## config.mk

```make
export PLATFORM = sky130hd
export DESIGN_NAME = byte_timer16
export DESIGN_NICKNAME = d
export VERILOG_FILES = /design/src/rtl/tmr16_pkg.sv /design/src/rtl/tmr16_rst_sync.sv /design/src/rtl/tmr16_tick_sel.sv /design/src/rtl/tmr16_bus_if.sv /design/src/rtl/tmr16_core.sv /design/src/rtl/byte_timer16.sv
export SDC_FILE = /design/constraint.sdc
export NUM_CORES = 1
export LEC_CHECK = 0
export BUFFER_PORTS_ARGS = -buffer_cell sky130_fd_sc_hd__buf_2
export CAP_MARGIN = 10
export CORE_UTILIZATION = 49
export DETAILED_ROUTE_END_ITERATION = 8
export PLACE_DENSITY = 0.81
export SLEW_MARGIN = 5
export SYNTH_ARGS = -nofsm -noshare
export SYNTH_HDL_FRONTEND = slang
export SYNTH_HIERARCHICAL = 1
export SYNTH_SLANG_ARGS = --single-unit
```

## constraint.sdc

```tcl
create_clock -name clk -period 1.47 [get_ports clk]
set_clock_uncertainty 0.05 [all_clocks]
set_input_delay 0.0735 -clock clk [delete_from_list [all_inputs] [get_ports clk]]
set_output_delay 0.0735 -clock clk [all_outputs]
set_load 0.005 [all_outputs]
```

## src/rtl/tmr16_pkg.sv

```systemverilog
package tmr16_pkg;
  localparam int unsigned BYTE_W = 8;
  localparam int unsigned CNT_W  = 2 * BYTE_W;
  localparam int unsigned ADDR_W = 2;

  typedef enum logic [1:0] {
    MODE_UP   = 2'b00,
    MODE_DOWN = 2'b01,
    MODE_CLR  = 2'b10
  } cnt_mode_e;

  localparam logic [ADDR_W-1:0] ADR_LO   = 2'd0;
  localparam logic [ADDR_W-1:0] ADR_HI   = 2'd1;
  localparam logic [ADDR_W-1:0] ADR_FLAG = 2'd2;
endpackage

```

## src/rtl/tmr16_rst_sync.sv

```systemverilog
module tmr16_rst_sync #(
  parameter int unsigned STAGES = 2
) (
  input  logic clk,
  input  logic rst_n,
  output logic rst_ni
);
  logic [STAGES-1:0] sync_q;

  always_ff @(posedge clk or negedge rst_n) begin
    if (!rst_n) sync_q <= '0;
    else        sync_q <= {sync_q[STAGES-2:0], 1'b1};
  end

  assign rst_ni = sync_q[STAGES-1];
endmodule

```

## src/rtl/tmr16_tick_sel.sv

```systemverilog
module tmr16_tick_sel #(
  parameter int unsigned SEL_W = 3,
  localparam int unsigned N_SRC = (1 << SEL_W) - 1
) (
  input  logic [SEL_W-1:0] sel,
  input  logic [N_SRC-1:0] src,
  output logic             tick
);
  logic [N_SRC:0] padded;

  // Code 0 maps to a constant-zero slot, so the timer stops.
  assign padded[0] = 1'b0;
  for (genvar g = 0; g < N_SRC; g++) begin : g_slot
    assign padded[g+1] = src[g];
  end

  assign tick = padded[sel];

  always_comb begin
    assert_stopped_R6: assert (!(sel == '0 && tick));
  end
endmodule

```

## src/rtl/tmr16_bus_if.sv

```systemverilog
module tmr16_bus_if
  import tmr16_pkg::*;
(
  input  logic              clk,
  input  logic              rst_ni,
  input  logic [ADDR_W-1:0] addr,
  input  logic              wr,
  input  logic              rd,
  input  logic [BYTE_W-1:0] wdata,
  output logic [BYTE_W-1:0] rdata,
  input  logic [CNT_W-1:0]  cnt,
  input  logic              ovf,
  output logic              load,
  output logic [CNT_W-1:0]  load_val,
  output logic              flag_clr
);
  logic [BYTE_W-1:0] tmp_q, tmp_d;
  logic              wr_hi, rd_lo;

  assign wr_hi    = wr && (addr == ADR_HI);
  assign rd_lo    = rd && (addr == ADR_LO);
  assign load     = wr && (addr == ADR_LO);
  assign flag_clr = wr && (addr == ADR_FLAG) && wdata[0];
  assign load_val = {tmp_q, wdata};

  always_comb begin
    tmp_d = tmp_q;
    if (wr_hi)      tmp_d = wdata;
    else if (rd_lo) tmp_d = cnt[CNT_W-1:BYTE_W];
  end

  always_ff @(posedge clk or negedge rst_ni) begin
    if (!rst_ni) tmp_q <= '0;
    else         tmp_q <= tmp_d;
  end

  always_comb begin
    rdata = '0;
    if (rd) begin
      case (addr)
        ADR_LO:   rdata = cnt[BYTE_W-1:0];
        ADR_HI:   rdata = tmp_q;
        ADR_FLAG: rdata = {{(BYTE_W-1){1'b0}}, ovf};
        default:  rdata = '0;
      endcase
    end
  end

  assert_latch_hi_R3: assert property (@(posedge clk) disable iff (!rst_ni)
    (rd_lo && !wr_hi) |=> tmp_q == $past(cnt[CNT_W-1:BYTE_W]));
  assert_hi_write_R2: assert property (@(posedge clk) disable iff (!rst_ni)
    wr_hi |=> tmp_q == $past(wdata));
endmodule

```

## src/rtl/tmr16_core.sv

```systemverilog
module tmr16_core
  import tmr16_pkg::*;
(
  input  logic             clk,
  input  logic             rst_ni,
  input  logic             tick,
  input  logic [1:0]       mode,
  input  logic             clr,
  input  logic             load,
  input  logic [CNT_W-1:0] load_val,
  input  logic             flag_clr,
  output logic [CNT_W-1:0] cnt_q,
  output logic             ovf_q,
  output logic             at_top,
  output logic             at_bottom
);
  localparam logic [CNT_W-1:0] MAX_VAL = '1;

  logic [CNT_W-1:0] cnt_d;
  logic             ovf_d, wrap_up;

  always_comb begin
    cnt_d   = cnt_q;
    wrap_up = 1'b0;
    if (load) begin
      cnt_d = load_val;
    end else if (clr) begin
      cnt_d = '0;
    end else if (tick) begin
      case (mode)
        MODE_UP: begin
          cnt_d   = cnt_q + 1'b1;
          wrap_up = (cnt_q == MAX_VAL);
        end
        MODE_DOWN: cnt_d = cnt_q - 1'b1;
        default:   cnt_d = '0;
      endcase
    end
  end

  always_comb begin
    ovf_d = ovf_q;
    if (flag_clr) ovf_d = 1'b0;
    if (wrap_up)  ovf_d = 1'b1;
  end

  always_ff @(posedge clk or negedge rst_ni) begin
    if (!rst_ni) begin
      cnt_q <= '0;
      ovf_q <= 1'b0;
    end else begin
      cnt_q <= cnt_d;
      ovf_q <= ovf_d;
    end
  end

  assign at_top    = (cnt_q == MAX_VAL);
  assign at_bottom = (cnt_q == '0);

  assert_load_R4: assert property (@(posedge clk) disable iff (!rst_ni)
    load |=> cnt_q == $past(load_val));
  assert_clear_R8: assert property (@(posedge clk) disable iff (!rst_ni)
    (clr && !load) |=> cnt_q == '0);
  assert_hold_R6: assert property (@(posedge clk) disable iff (!rst_ni)
    (!tick && !clr && !load) |=> $stable(cnt_q));
  assert_ovf_src_R10: assert property (@(posedge clk) disable iff (!rst_ni)
    $rose(ovf_q) |-> ($past(cnt_q) == MAX_VAL && $past(mode) == MODE_UP && $past(tick)));
endmodule

```

## src/rtl/byte_timer16.sv

```systemverilog
module byte_timer16
  import tmr16_pkg::*;
#(
  parameter int unsigned SEL_W = 3,
  localparam int unsigned N_SRC = (1 << SEL_W) - 1
) (
  input  logic              clk,
  input  logic              rst_n,
  input  logic [ADDR_W-1:0] bus_addr,
  input  logic              bus_wr,
  input  logic              bus_rd,
  input  logic [BYTE_W-1:0] bus_wdata,
  output logic [BYTE_W-1:0] bus_rdata,
  input  logic [SEL_W-1:0]  clk_sel,
  input  logic [N_SRC-1:0]  tick_src,
  input  logic [1:0]        mode,
  input  logic              clr,
  output logic [CNT_W-1:0]  cnt_out,
  output logic              at_top,
  output logic              at_bottom,
  output logic              ovf_flag
);
  logic             rst_ni, tick, load, flag_clr;
  logic [CNT_W-1:0] load_val;

  tmr16_rst_sync #(.STAGES(2)) i_rst (
    .clk(clk), .rst_n(rst_n), .rst_ni(rst_ni)
  );

  tmr16_tick_sel #(.SEL_W(SEL_W)) i_sel (
    .sel(clk_sel), .src(tick_src), .tick(tick)
  );

  tmr16_bus_if i_bus (
    .clk(clk), .rst_ni(rst_ni), .addr(bus_addr), .wr(bus_wr), .rd(bus_rd),
    .wdata(bus_wdata), .rdata(bus_rdata), .cnt(cnt_out), .ovf(ovf_flag),
    .load(load), .load_val(load_val), .flag_clr(flag_clr)
  );

  tmr16_core i_core (
    .clk(clk), .rst_ni(rst_ni), .tick(tick), .mode(mode), .clr(clr),
    .load(load), .load_val(load_val), .flag_clr(flag_clr),
    .cnt_q(cnt_out), .ovf_q(ovf_flag), .at_top(at_top), .at_bottom(at_bottom)
  );

  assert_load_beats_clr_R7: assert property (@(posedge clk) disable iff (!rst_ni)
    (bus_wr && bus_addr == ADR_LO && clr) |=> cnt_out[BYTE_W-1:0] == $past(bus_wdata));
endmodule

```

==> results.sh, run 1 <==
export IMPL_coreArea_um2=4384
export IMPL_critical_path_buf_inv_count=0
export IMPL_viasPerCell=6.987
export IMPL_end_kind="flop"
export IMPL_crit_path_cell_trace="ha_1 -> o21ai_0 -> o21bai_1 -> nor3_2 -> a211oi_2 -> xnor2_1 -> a21o_1 -> a221o_1"
export IMPL_syn_area_per_cell_um2=7.914
export IMPL_drv_slew=0
export IMPL_synth_xor_area_share_pct=1.955
export IMPL_dr_total_vias=3228
export IMPL_place_hpwl_mm=6.061
export IMPL_cp_max_fo=2
export IMPL_wire_per_inst_um=25.01
export IMPL_seq_area_frac_synth_pct=30.17
export IMPL_crit_start="i_core/cnt_q[13]"
export IMPL_start_kind="flop"
export IMPL_hold_viol_final=0
export IMPL_cts_tree="done"
export IMPL_min_period_ns=2.295
export IMPL_fp_dieW_um=69.61
export IMPL_numCtsBuffers=3
export IMPL_power_share_sequential_pct=29.8
export IMPL_cp_slowest_cell="dfrtp_1"
export IMPL_layout_commonest_cell="buf_4"
export IMPL_synth_top_cell_area_share_pct=30.17
export IMPL_place_gp_congestion=1.021
export IMPL_reg2regPathDepth=8
export IMPL_routed_wl_mm=11.55
export IMPL_h_tree_depth=1
export IMPL_drive_above_1_share_pct=58.54
export IMPL_yosys_area_share_adder_pct=1.676
export IMPL_synth_mux_area_share_pct=6.983
export IMPL_io_pin_count=54
export IMPL_intPower_mw=1.928
export IMPL_final_cell_mix="69 x buf_4, 50 x buf_2, 27 x nor2_1, 27 x buf_6, 25 x nand2_1"
export IMPL_power_density_nw_per_um2=857.2
export IMPL_synth_cells=283
export IMPL_utilization_pct=87.87
export IMPL_synth_edf_count=0
export IMPL_num_antenna_cells=0
export IMPL_start_util_pct=51.08
export IMPL_synth_top_family_by_area="simple AND/OR/NAND/NOR gates"
export IMPL_cp_required_ns=1.62
export IMPL_reg2reg_from="i_core/cnt_q[13]"
export IMPL_ant_nets=0
export IMPL_syn2layout_area_growth_pct=72.01
export IMPL_switchingPower_mw=1.374
export IMPL_setup_viol=23
export IMPL_rrSetupSlack_ns=-0.83
export IMPL_die_h_um=69.61
export IMPL_grt_start_max_net_pins=26
export IMPL_drc=0
export IMPL_cp_num_cells=8
export IMPL_syn_nets=313
export IMPL_antenna_found_initial=0
export IMPL_p_total_mw=3.302
export IMPL_ir_worst_vdd_v=0.0005244
export IMPL_fp_row_count=24
export IMPL_synth_simple_area_share_pct=26.54
export IMPL_combPwrFrac_pct=55.5
export IMPL_r2r_end="i_core/cnt_q[15]"
export IMPL_crit_end="i_core/cnt_q[15]"
export IMPL_clock_latency_ns=0.30
export IMPL_synth_area_leader_cell="dfrtp_1"
export IMPL_worst_slack_ns=-0.8251
export IMPL_pre_cts_ws_ns=-0.6769
export IMPL_cap_violations=0
export IMPL_p_leak_nw=1.752
export IMPL_p_clk_share_pct=14.7
export IMPL_switching_share_pct=41.60
export IMPL_ys_seq_elements=27
export IMPL_grt_ovfl_total=0
export IMPL_tns_ns=-10.33
export IMPL_violations="setup timing"
export IMPL_io_buffers=53
export IMPL_grt_first_pass_wirelength_mm=16.26
export IMPL_clkTransAtPathRegs_ns=0.12
export IMPL_hp_start="bus_wdata[7]"
export IMPL_rsz0062_at_grt="true"
export IMPL_root_buffer="clkbuf_8"
export IMPL_fin_crit_sh_pct=156.1
export IMPL_ys_warnings_count=6
export IMPL_ys_types=56
export IMPL_cts_sinks=27
export IMPL_fp_dieArea_um2=4845
export IMPL_grt_total_usage_pct=43.58
export IMPL_fmax_mhz=435.7
export IMPL_nets=441
export IMPL_fin_hold_ws_ns=0.008837
export IMPL_firstDrtPassIters=6
export IMPL_critical_path_class="flop to flop"
export IMPL_drtIter0Drc=574
export IMPL_critical_path_arrival_ns=2.44
export IMPL_slowest_delay_ns=0.41
export IMPL_synth_compound_area_share_pct=22.18
export IMPL_grt_pass1_vias=3109
export IMPL_synth_area_leaders="dfrtp_1 30%, nor2_1 5.5%, a21oi_1 5.1%, nand2_1 4.9%, mux2i_1 4.5%"
export IMPL_ys_flop_type="dfrtp_1"
export IMPL_async_reset_ff_share_pct=100.0
export IMPL_clk_path_buf_depth=2
export IMPL_status="finished with violations"
export IMPL_critPathTopFamily="compound AO/OA/AOI/OAI gates"
export IMPL_hold_class="input pin to flop"
export IMPL_syn_area_um2=2240
per-layer routing:
layer / up-vias / global-route usage (%) / share of wire, %
li1: 1282 / - / -
met1: 1450 / 50.28 / 34
met2: 366 / 70.87 / 45
met3: 130 / 8.866 / 12
met4: 0 / 32.88 / 8.4
met5: - / 0 / 0
what timing repair did:
| item | 4_1_cts | 5_1_grt |
|---|---|---|
| hold buffers | 1 | 0 |
| setup buffers | 15 | 9 |
| resized for setup | 78 | 50 |
| hold endpoints to repair | 2 | 0 |
| setup endpoints to repair | 20 | 25 |
| pin swaps | 41 | 30 |
power by group through the flow:
| stage | Combinational [mW] | Clock (mW) | Sequential, mW |
|---|---|---|---|
| 2_1_floorplan | 0.620 | 0 | 0.969 |
| 3_3_place_gp | 1.16 | 0 | 0.950 |
| 3_5_place_dp | 1.19 | 0 | 0.951 |
| 4_1_cts | 1.47 | 0.461 | 0.947 |
| 5_1_grt | 1.90 | 0.506 | 0.986 |
| 6_report | 1.83 | 0.487 | 0.983 |
metrics by stage:
stage / area [um^2] / instances
6_report: 3852 / 462
5_1_grt: 3852 / 462
4_1_cts: 3561 / 454
3_5_place_dp: 3115 / 440
3_3_place_gp: 3115 / 440
2_1_floorplan: 2409 / 283
worst min-delay path by stage:
| stage | endpoint | slack (ns) | cells past startpoint |
|---|---|---|---|
| floorplan | i_rst/sync_q[0] | -0.27 | 0 |
| global placement | i_rst/sync_q[0] | -0.19 | 1 |
| detailed placement | i_rst/sync_q[0] | -0.19 | 1 |
| CTS | i_bus/tmp_q[7] | 0.003 | 3 |
| global route | i_bus/tmp_q[7] | 0.03 | 3 |
| finish | i_bus/tmp_q[7] | 0.009 | 3 |
area by class of cell:
cell class,count,area [um^2]
inverters,10,42.54
multi-input cells,219,1876
repair buffers,150,1132
well taps,52,65.06
fillers,214,531.8
clock inverters,1,7.507
flip-flops and latches,27,688.2
clock buffers,3,41.29
kinds of logic after synthesis:
| group | Yosys count |
|---|---|
| compound gates | 79 |
| xor+xnor | 5 |
| fa+ha+maj | 3 |
| buf+inv | 37 |
| flops | 27 |
| mux | 14 |
| other cells | 1 |
| simple gates | 117 |
sequential cells by signal (all words and copies together) (netlist names):
signal / count
i_core/cnt_q: 16
i_bus/tmp_q: 8
i_rst/sync_q: 2
i_core/ovf_q: 1
worst reg2reg max path: stages, from the launching register on:
cell      delay, ns
dfrtp_1        0.41
ha_1           0.32
o21ai_0        0.12
o21bai_1       0.29
nor3_2         0.12
a211oi_2       0.30
xnor2_1        0.13
a21o_1         0.19
a221o_1        0.28
Yosys cell counts (5+ instances only):
library cell and instances:
buf_6 5, nand3_1 5, nor2_1 33, o22ai_1 7, clkbuf_1 9, nand2_1 29, a31oi_1 10, a22oi_1 7
buf_4 10, a21oi_1 23, dfrtp_1 27, mux2i_1 10, o21ai_0 19, inv_1 9, nor4_1 6, nor3_1 19
No activity file was read; power rests on OpenSTA's default activity.
==> run 2: changes to the inputs <==
--- a/config.mk
+++ b/config.mk
@@ -7,11 +7,10 @@
 export LEC_CHECK = 0
 export BUFFER_PORTS_ARGS = -buffer_cell sky130_fd_sc_hd__buf_2
 export CAP_MARGIN = 10
-export CORE_UTILIZATION = 49
+export CORE_UTILIZATION = 48
 export DETAILED_ROUTE_END_ITERATION = 8
-export PLACE_DENSITY = 0.81
+export PLACE_DENSITY = 0.8
 export SLEW_MARGIN = 5
 export SYNTH_ARGS = -nofsm -noshare
 export SYNTH_HDL_FRONTEND = slang
-export SYNTH_HIERARCHICAL = 1
 export SYNTH_SLANG_ARGS = --single-unit
==> results.sh, run 2 <==
export IMPL_grt_start_max_net_pins=26
export IMPL_r2r_end="i_core.cnt_q[15]"
export IMPL_ys_warnings_count=0
export IMPL_end_kind="flop"
export IMPL_place_gp_congestion=0.9635
export IMPL_switching_share_pct=38.34
export IMPL_dr_total_vias=2724
export IMPL_fin_crit_sh_pct=159.8
export IMPL_place_hpwl_mm=5.375
export IMPL_power_share_sequential_pct=32.7
export IMPL_regMostFlops="i_core.cnt_q"
export IMPL_critical_path_arrival_ns=2.47
export IMPL_cts_tree="done"
export IMPL_synth_edf_count=0
export IMPL_p_clk_share_pct=16.0
export IMPL_switchingPower_mw=1.092
export IMPL_layout_commonest_cell="buf_4"
export IMPL_rsz0062_at_grt="true"
export IMPL_ant_nets=0
export IMPL_drc=0
export IMPL_start_util_pct=51.41
export IMPL_clkTransAtPathRegs_ns=0.10
export IMPL_dpl_instance_area_um2=2914
export IMPL_coreArea_um2=4115
export IMPL_final_cells=428
export IMPL_violations="setup timing"
export IMPL_fp_dieArea_um2=4677
export IMPL_clock_latency_ns=0.29
export IMPL_io_buffers=53
export IMPL_cp_slowest_cell="or3_4"
export IMPL_grt_pass1_vias=2611
export IMPL_grt_ovfl_total=0
export IMPL_synth_area_leaders="dfrtp_1 32%, mux2i_1 8.5%, nor2_1 5.0%, a21oi_1 4.7%, o21ai_0 4.5%"
export IMPL_setup_viol=20
export IMPL_numCtsBuffers=3
export IMPL_hold_class="input pin to flop"
export IMPL_root_buffer="clkbuf_8"
export IMPL_fp_row_count=23
export IMPL_h_tree_depth=1
export IMPL_synth_area_leader_cell="dfrtp_1"
export IMPL_ys_types=51
export IMPL_cp_max_fo=3
export IMPL_slowest_delay_ns=0.41
export IMPL_critPathMostFrequentCell="or3_4"
export IMPL_hold_viol_final=0
export IMPL_combPwrFrac_pct=51.3
export IMPL_wire_per_inst_um=20.19
export IMPL_ys_seq_elements=27
export IMPL_hp_start="bus_wdata[1]"
export IMPL_syn_area_per_cell_um2=8.075
export IMPL_critical_path_class="flop to flop"
export IMPL_worst_slack_ns=-0.8791
export IMPL_min_period_ns=2.349
export IMPL_nets=409
export IMPL_ir_worst_vdd_v=0.0005603
export IMPL_crit_path_cell_trace="or3_4 -> or3_4 -> a211oi_2 -> a2bb2oi_2 -> xnor2_2 -> a21o_1 -> a221o_1"
export IMPL_synth_common_cells="28 x nor2_1, 27 x dfrtp_1, 24 x nand2_1, 20 x a21oi_1, 19 x o21ai_0"
export IMPL_min_to="i_bus.tmp_q[1]"
export IMPL_synth_top_cell_area_share_pct=31.93
export IMPL_fin_hold_ws_ns=0.02107
export IMPL_status="finished with violations"
export IMPL_die_h_um=68.39
export IMPL_dp_cells=404
export IMPL_grt_total_usage_pct=37.75
export IMPL_reg2regPathDepth=7
export IMPL_hold_depth=3
export IMPL_utilization_pct=83.19
export IMPL_syn_area_um2=2116
export IMPL_num_antenna_cells=0
export IMPL_reg2reg_from="i_core.cnt_q[9]"
export IMPL_power_density_nw_per_um2=832.0
export IMPL_drv_slew=0
export IMPL_critical_path_buf_inv_count=0
export IMPL_p_total_mw=2.848
export IMPL_drtIter0Drc=290
export IMPL_start_kind="flop"
export IMPL_async_reset_ff_share_pct=100.0
export IMPL_drive_above_1_share_pct=49.74
export IMPL_clk_path_buf_depth=2
export IMPL_viasPerCell=6.364
export IMPL_final_cell_mix="56 x buf_4, 52 x buf_2, 27 x nor2_1, 24 x nand2_1, 24 x dfrtp_1"
export IMPL_firstDrtPassIters=4
export IMPL_critPathTopFamily="compound AO/OA/AOI/OAI gates"
export IMPL_cts_sinks=27
export IMPL_grt_first_pass_wirelength_mm=12.63
export IMPL_pre_cts_ws_ns=-0.7285
export IMPL_io_pin_count=54
export IMPL_largest_register_ffs=16
export IMPL_fin_area_um2=3423
export IMPL_syn_nets=292
export IMPL_p_leak_nw=1.605
export IMPL_intPower_mw=1.756
export IMPL_synth_cells=262
export IMPL_rrSetupSlack_ns=-0.88
export IMPL_routed_wl_mm=8.641
export IMPL_cap_violations=0
export IMPL_syn2layout_area_growth_pct=61.80
export IMPL_cp_required_ns=1.59
export IMPL_tns_ns=-9.244
export IMPL_ys_flop_type="dfrtp_1"
export IMPL_fmax_mhz=425.7
export IMPL_top_regs="i_core.cnt_q x16, i_bus.tmp_q x8, i_rst.sync_q x2"
export IMPL_yosysMostFrequentCell="nor2_1"
export IMPL_fp_dieW_um=68.39
export IMPL_antenna_found_initial=0
export IMPL_seq_area_frac_synth_pct=31.93
run 2: cells by family (layout without fill, tap and decap cells):
kind of cell / Yosys count / after routing / synth area share, %
AOI/OAI and AO/OA: 71 / 71 / 21.47
buffers and inverters: 25 / 141 / 5.145
other: 1 / 1 / 0.1772
adders and majority gates: 3 / 3 / 1.774
muxes: 21 / 21 / 10.64
and+or+nand+nor: 110 / 110 / 27.20
xor gates and xnor gates: 4 / 4 / 1.656
DFF: 27 / 27 / 31.93
run 2: per-layer routing:
metal	wire length [um]	vias to the layer above	share of wire (%)	global-route usage, %
met4	461	0	5.3	20.83
met1	3281	1275	38	43.56
met3	654	49	7.6	5.833
met5	0	-	0	0
li1	-	1194	-	-
met2	4244	206	49	65.93
run 2: worst max path at each step:
| stage | from | end | slack, ns | depth (start not counted) |
|---|---|---|---|---|
| final | i_core.cnt_q[9] | i_core.cnt_q[15] | -0.88 | 7 |
| after global routing | i_core.cnt_q[8] | i_core.cnt_q[15] | -0.95 | 7 |
| after CTS | i_core.cnt_q[9] | i_core.cnt_q[15] | -0.74 | 7 |
| after detailed placement | i_core.cnt_q[9] | i_core.cnt_q[15] | -0.73 | 7 |
| after global placement | i_core.cnt_q[9] | i_core.cnt_q[15] | -0.67 | 7 |
| after floorplan | i_core.cnt_q[7] | i_core.cnt_q[15] | -0.74 | 8 |
run 2: power by group through the flow:
| stage | registers (mW) | logic (mW) | clock network (mW) |
|---|---|---|---|
| final | 0.931 | 1.46 | 0.457 |
| after global routing | 0.937 | 1.55 | 0.488 |
| after global placement | 0.929 | 1.09 | 0 |
| after floorplan | 0.953 | 0.601 | 0 |
| after CTS | 0.920 | 1.30 | 0.445 |
| after detailed placement | 0.934 | 1.12 | 0 |
run 2: area by class of cell:
class / count / area [um^2]
tap: 50 / 62.56
clock inverter: 1 / 5.005
timing repair buffer: 130 / 937.1
clock buffer: 3 / 41.29
inverter: 7 / 26.28
fill: 220 / 691.9
sequential: 27 / 679.4
multi-input combinational: 210 / 1672
run 2: repair_timing:
item                                    4_1_cts  5_1_grt
endpoints found under the hold margin         8        0
setup buffers                                10        5
endpoints found under the setup margin       19       20
hold buffers                                  7        0
pin swaps                                    27       19
gates resized for setup                      43       23
run 2: worst reg2reg max path: cells and delay by family (launching register included):
family,cells,cell delay [ns]
AND/OR/NAND/NOR,2,0.77
flip-flops,1,0.39
XOR/XNOR,1,0.16
AO/OA/AOI/OAI,4,0.88
==> run 3: changes to the inputs <==
--- a/config.mk
+++ b/config.mk
@@ -7,7 +7,7 @@
 export LEC_CHECK = 0
 export BUFFER_PORTS_ARGS = -buffer_cell sky130_fd_sc_hd__buf_2
 export CAP_MARGIN = 10
-export CORE_UTILIZATION = 48
+export CORE_UTILIZATION = 50
 export DETAILED_ROUTE_END_ITERATION = 8
 export PLACE_DENSITY = 0.8
 export SLEW_MARGIN = 5
==> constraint.sdc (replaced) <==
create_clock -name clk -period 2.2 [get_ports clk]
set_clock_uncertainty 0.05 [all_clocks]
set_input_delay 0.11 -clock clk [delete_from_list [all_inputs] [get_ports clk]]
set_output_delay 0.11 -clock clk [all_outputs]
set_load 0.005 [all_outputs]
==> results.sh, run 3 (synthesized netlist as in run 2, its figures left out) <==
export IMPL_drive_above_1_share_pct=30.63
export IMPL_cp_max_fo=4
export IMPL_rsz0062_at_grt="true"
export IMPL_clk_path_buf_depth=2
export IMPL_r2r_end="i_core.cnt_q[15]"
export IMPL_io_pin_count=54
export IMPL_hp_start="bus_wdata[2]"
export IMPL_status="finished with violations"
export IMPL_critical_path_arrival_ns=2.34
export IMPL_grt_start_max_net_pins=26
export IMPL_power_density_nw_per_um2=571.3
export IMPL_final_cells=383
export IMPL_io_buffers=53
export IMPL_grt_pass1_vias=2268
export IMPL_power_share_sequential_pct=40.3
export IMPL_drv_slew=0
export IMPL_viasPerCell=6.078
export IMPL_reg2reg_from="i_core.cnt_q[9]"
export IMPL_hold_class="input pin to flop"
export IMPL_antenna_found_initial=0
export IMPL_ant_nets=0
export IMPL_p_clk_share_pct=19.3
export IMPL_drc=0
export IMPL_hold_depth=3
export IMPL_top_regs="i_core.cnt_q x16, i_bus.tmp_q x8, i_rst.sync_q x2"
export IMPL_utilization_pct=66.80
export IMPL_nFillCells=350
export IMPL_final_cell_mix="53 x buf_2, 30 x buf_4, 28 x nor2_1, 27 x dfrtp_1, 24 x nand2_1"
export IMPL_place_gp_congestion=0.9564
export IMPL_start_util_pct=52.52
export IMPL_p_leak_nw=1.304
export IMPL_cp_required_ns=2.32
export IMPL_violations="setup timing"
export IMPL_fin_area_um2=2691
export IMPL_h_tree_depth=1
export IMPL_intPower_uw=971.8
export IMPL_dpl_instance_area_um2=2589
export IMPL_worst_slack_ns=-0.01689
export IMPL_maxSlewHeadroom_pct=61.32
export IMPL_grt_total_usage_pct=32.08
export IMPL_switching_share_pct=36.79
export IMPL_dp_cells=376
export IMPL_regMostFlops="i_core.cnt_q"
export IMPL_multi_input_area_um2=1370
export IMPL_pre_cts_ws_ns=0.01626
export IMPL_place_hpwl_mm=4.899
export IMPL_largest_register_ffs=16
export IMPL_cts_tree="done"
export IMPL_final_seq_area_um2=675.6
export IMPL_start_kind="flop"
export IMPL_reg2regPathDepth=7
export IMPL_root_buffer="clkbuf_8"
export IMPL_setup_viol=1
export IMPL_end_kind="flop"
export IMPL_min_to="i_bus.tmp_q[2]"
export IMPL_critical_path_class="flop to flop"
export IMPL_firstDrtPassIters=5
export IMPL_numCtsBuffers=3
export IMPL_combPwrFrac_pct=40.4
export IMPL_grt_first_pass_wirelength_mm=10.71
export IMPL_clock_latency_ns=0.28
export IMPL_nets=364
export IMPL_clkTransAtPathRegs_ns=0.10
export IMPL_fin_crit_sh_pct=100.8
export IMPL_ir_worst_vdd_v=0.0002610
export IMPL_drtIter0Drc=199
export IMPL_grt_ovfl_total=0
export IMPL_rrSetupSlack_ns=-0.02
export IMPL_cap_violations=0
export IMPL_worstMarginPinSlew_ns=0.5802
export IMPL_switchingPower_uw=565.6
export IMPL_hold_viol_final=0
export IMPL_fp_dieArea_um2=4496
export IMPL_dr_total_vias=2328
export IMPL_coreArea_um2=4029
export IMPL_syn2layout_area_growth_pct=27.20
export IMPL_fp_row_count=23
export IMPL_cts_sinks=27
export IMPL_die_h_um=67.05
export IMPL_layout_commonest_cell="buf_2"
export IMPL_routed_wl_mm=6.569
export IMPL_wire_per_inst_um=17.15
export IMPL_num_antenna_cells=0
export IMPL_fp_dieW_um=67.05
export IMPL_fmax_mhz=451.1
export IMPL_min_period_ns=2.217
[run 3: cell count changes in the layout (fill, tap and decap cells not counted), sizes merged]
cell and change:
buf -40, dlygate4sd3 -5
[run 3: stage by stage]
step	hold slack [ns]	TNS [ns]	power (mW)
after global routing	0.02404	-0.3169	1.636
after detailed placement	-0.1544	0	1.225
after CTS	0.004748	-0.02970	1.524
final	0.008627	-0.01689	1.537
after floorplan	-0.2356	-0.01779	0.9886
after global placement	-0.1549	0	1.211
[run 3: layer usage]
metal	global-route usage (%)	wire (um)
met1	40.63	2766
met2	54.63	3221
met5	0	0
met4	11.97	139
met3	4.281	442
[run 3: worst max-delay path by stage]
stage	from	endpoint	slack [ns]	depth (start not counted)
2_1_floorplan	i_core.cnt_q[7]	i_core.cnt_q[15]	-0.02	8
3_3_place_gp	i_core.cnt_q[9]	i_core.cnt_q[15]	0.04	7
3_5_place_dp	i_core.cnt_q[9]	i_core.cnt_q[15]	0.02	7
4_1_cts	i_core.cnt_q[9]	i_core.cnt_q[15]	-0.03	7
5_1_grt	i_core.cnt_q[9]	i_core.cnt_q[15]	-0.09	7
6_report	i_core.cnt_q[9]	i_core.cnt_q[15]	-0.02	7
[run 3: power by group through the flow]
stage / Sequential [mW] / Clock, mW / Combinational, mW
2_1_floorplan: 0.631 / 0 / 0.357
3_3_place_gp: 0.624 / 0 / 0.586
3_5_place_dp: 0.625 / 0 / 0.600
4_1_cts: 0.616 / 0.303 / 0.605
5_1_grt: 0.627 / 0.326 / 0.682
6_report: 0.619 / 0.297 / 0.622
[run 3: final cells by class]
| class | count | share of cell area (%) |
|---|---|---|
| sequential | 27 | 25.10 |
| inverter | 7 | 0.9763 |
| timing repair buffer | 85 | 18.97 |
| multi-input combinational | 210 | 50.91 |
| clock inverter | 1 | 0.1860 |
| tap | 50 | 2.325 |
| clock buffer | 3 | 1.534 |
[run 3: timing repair]
action                                  CTS  global route
gates resized for setup                   0             5
buffers inserted                          0             1
endpoints found under the hold margin     3             0
pin swaps                                 0             2
endpoints found under the setup margin    1             8
hold buffers                              2             0
[run 3: critical path, stage by stage, from the launching register on]
cell       delay (ns)
dfrtp_1          0.40
or3_4            0.41
or3_4            0.35
a211oi_2         0.22
a2bb2oi_2        0.09
xnor2_1          0.14
a21o_1           0.18
a221o_1          0.28
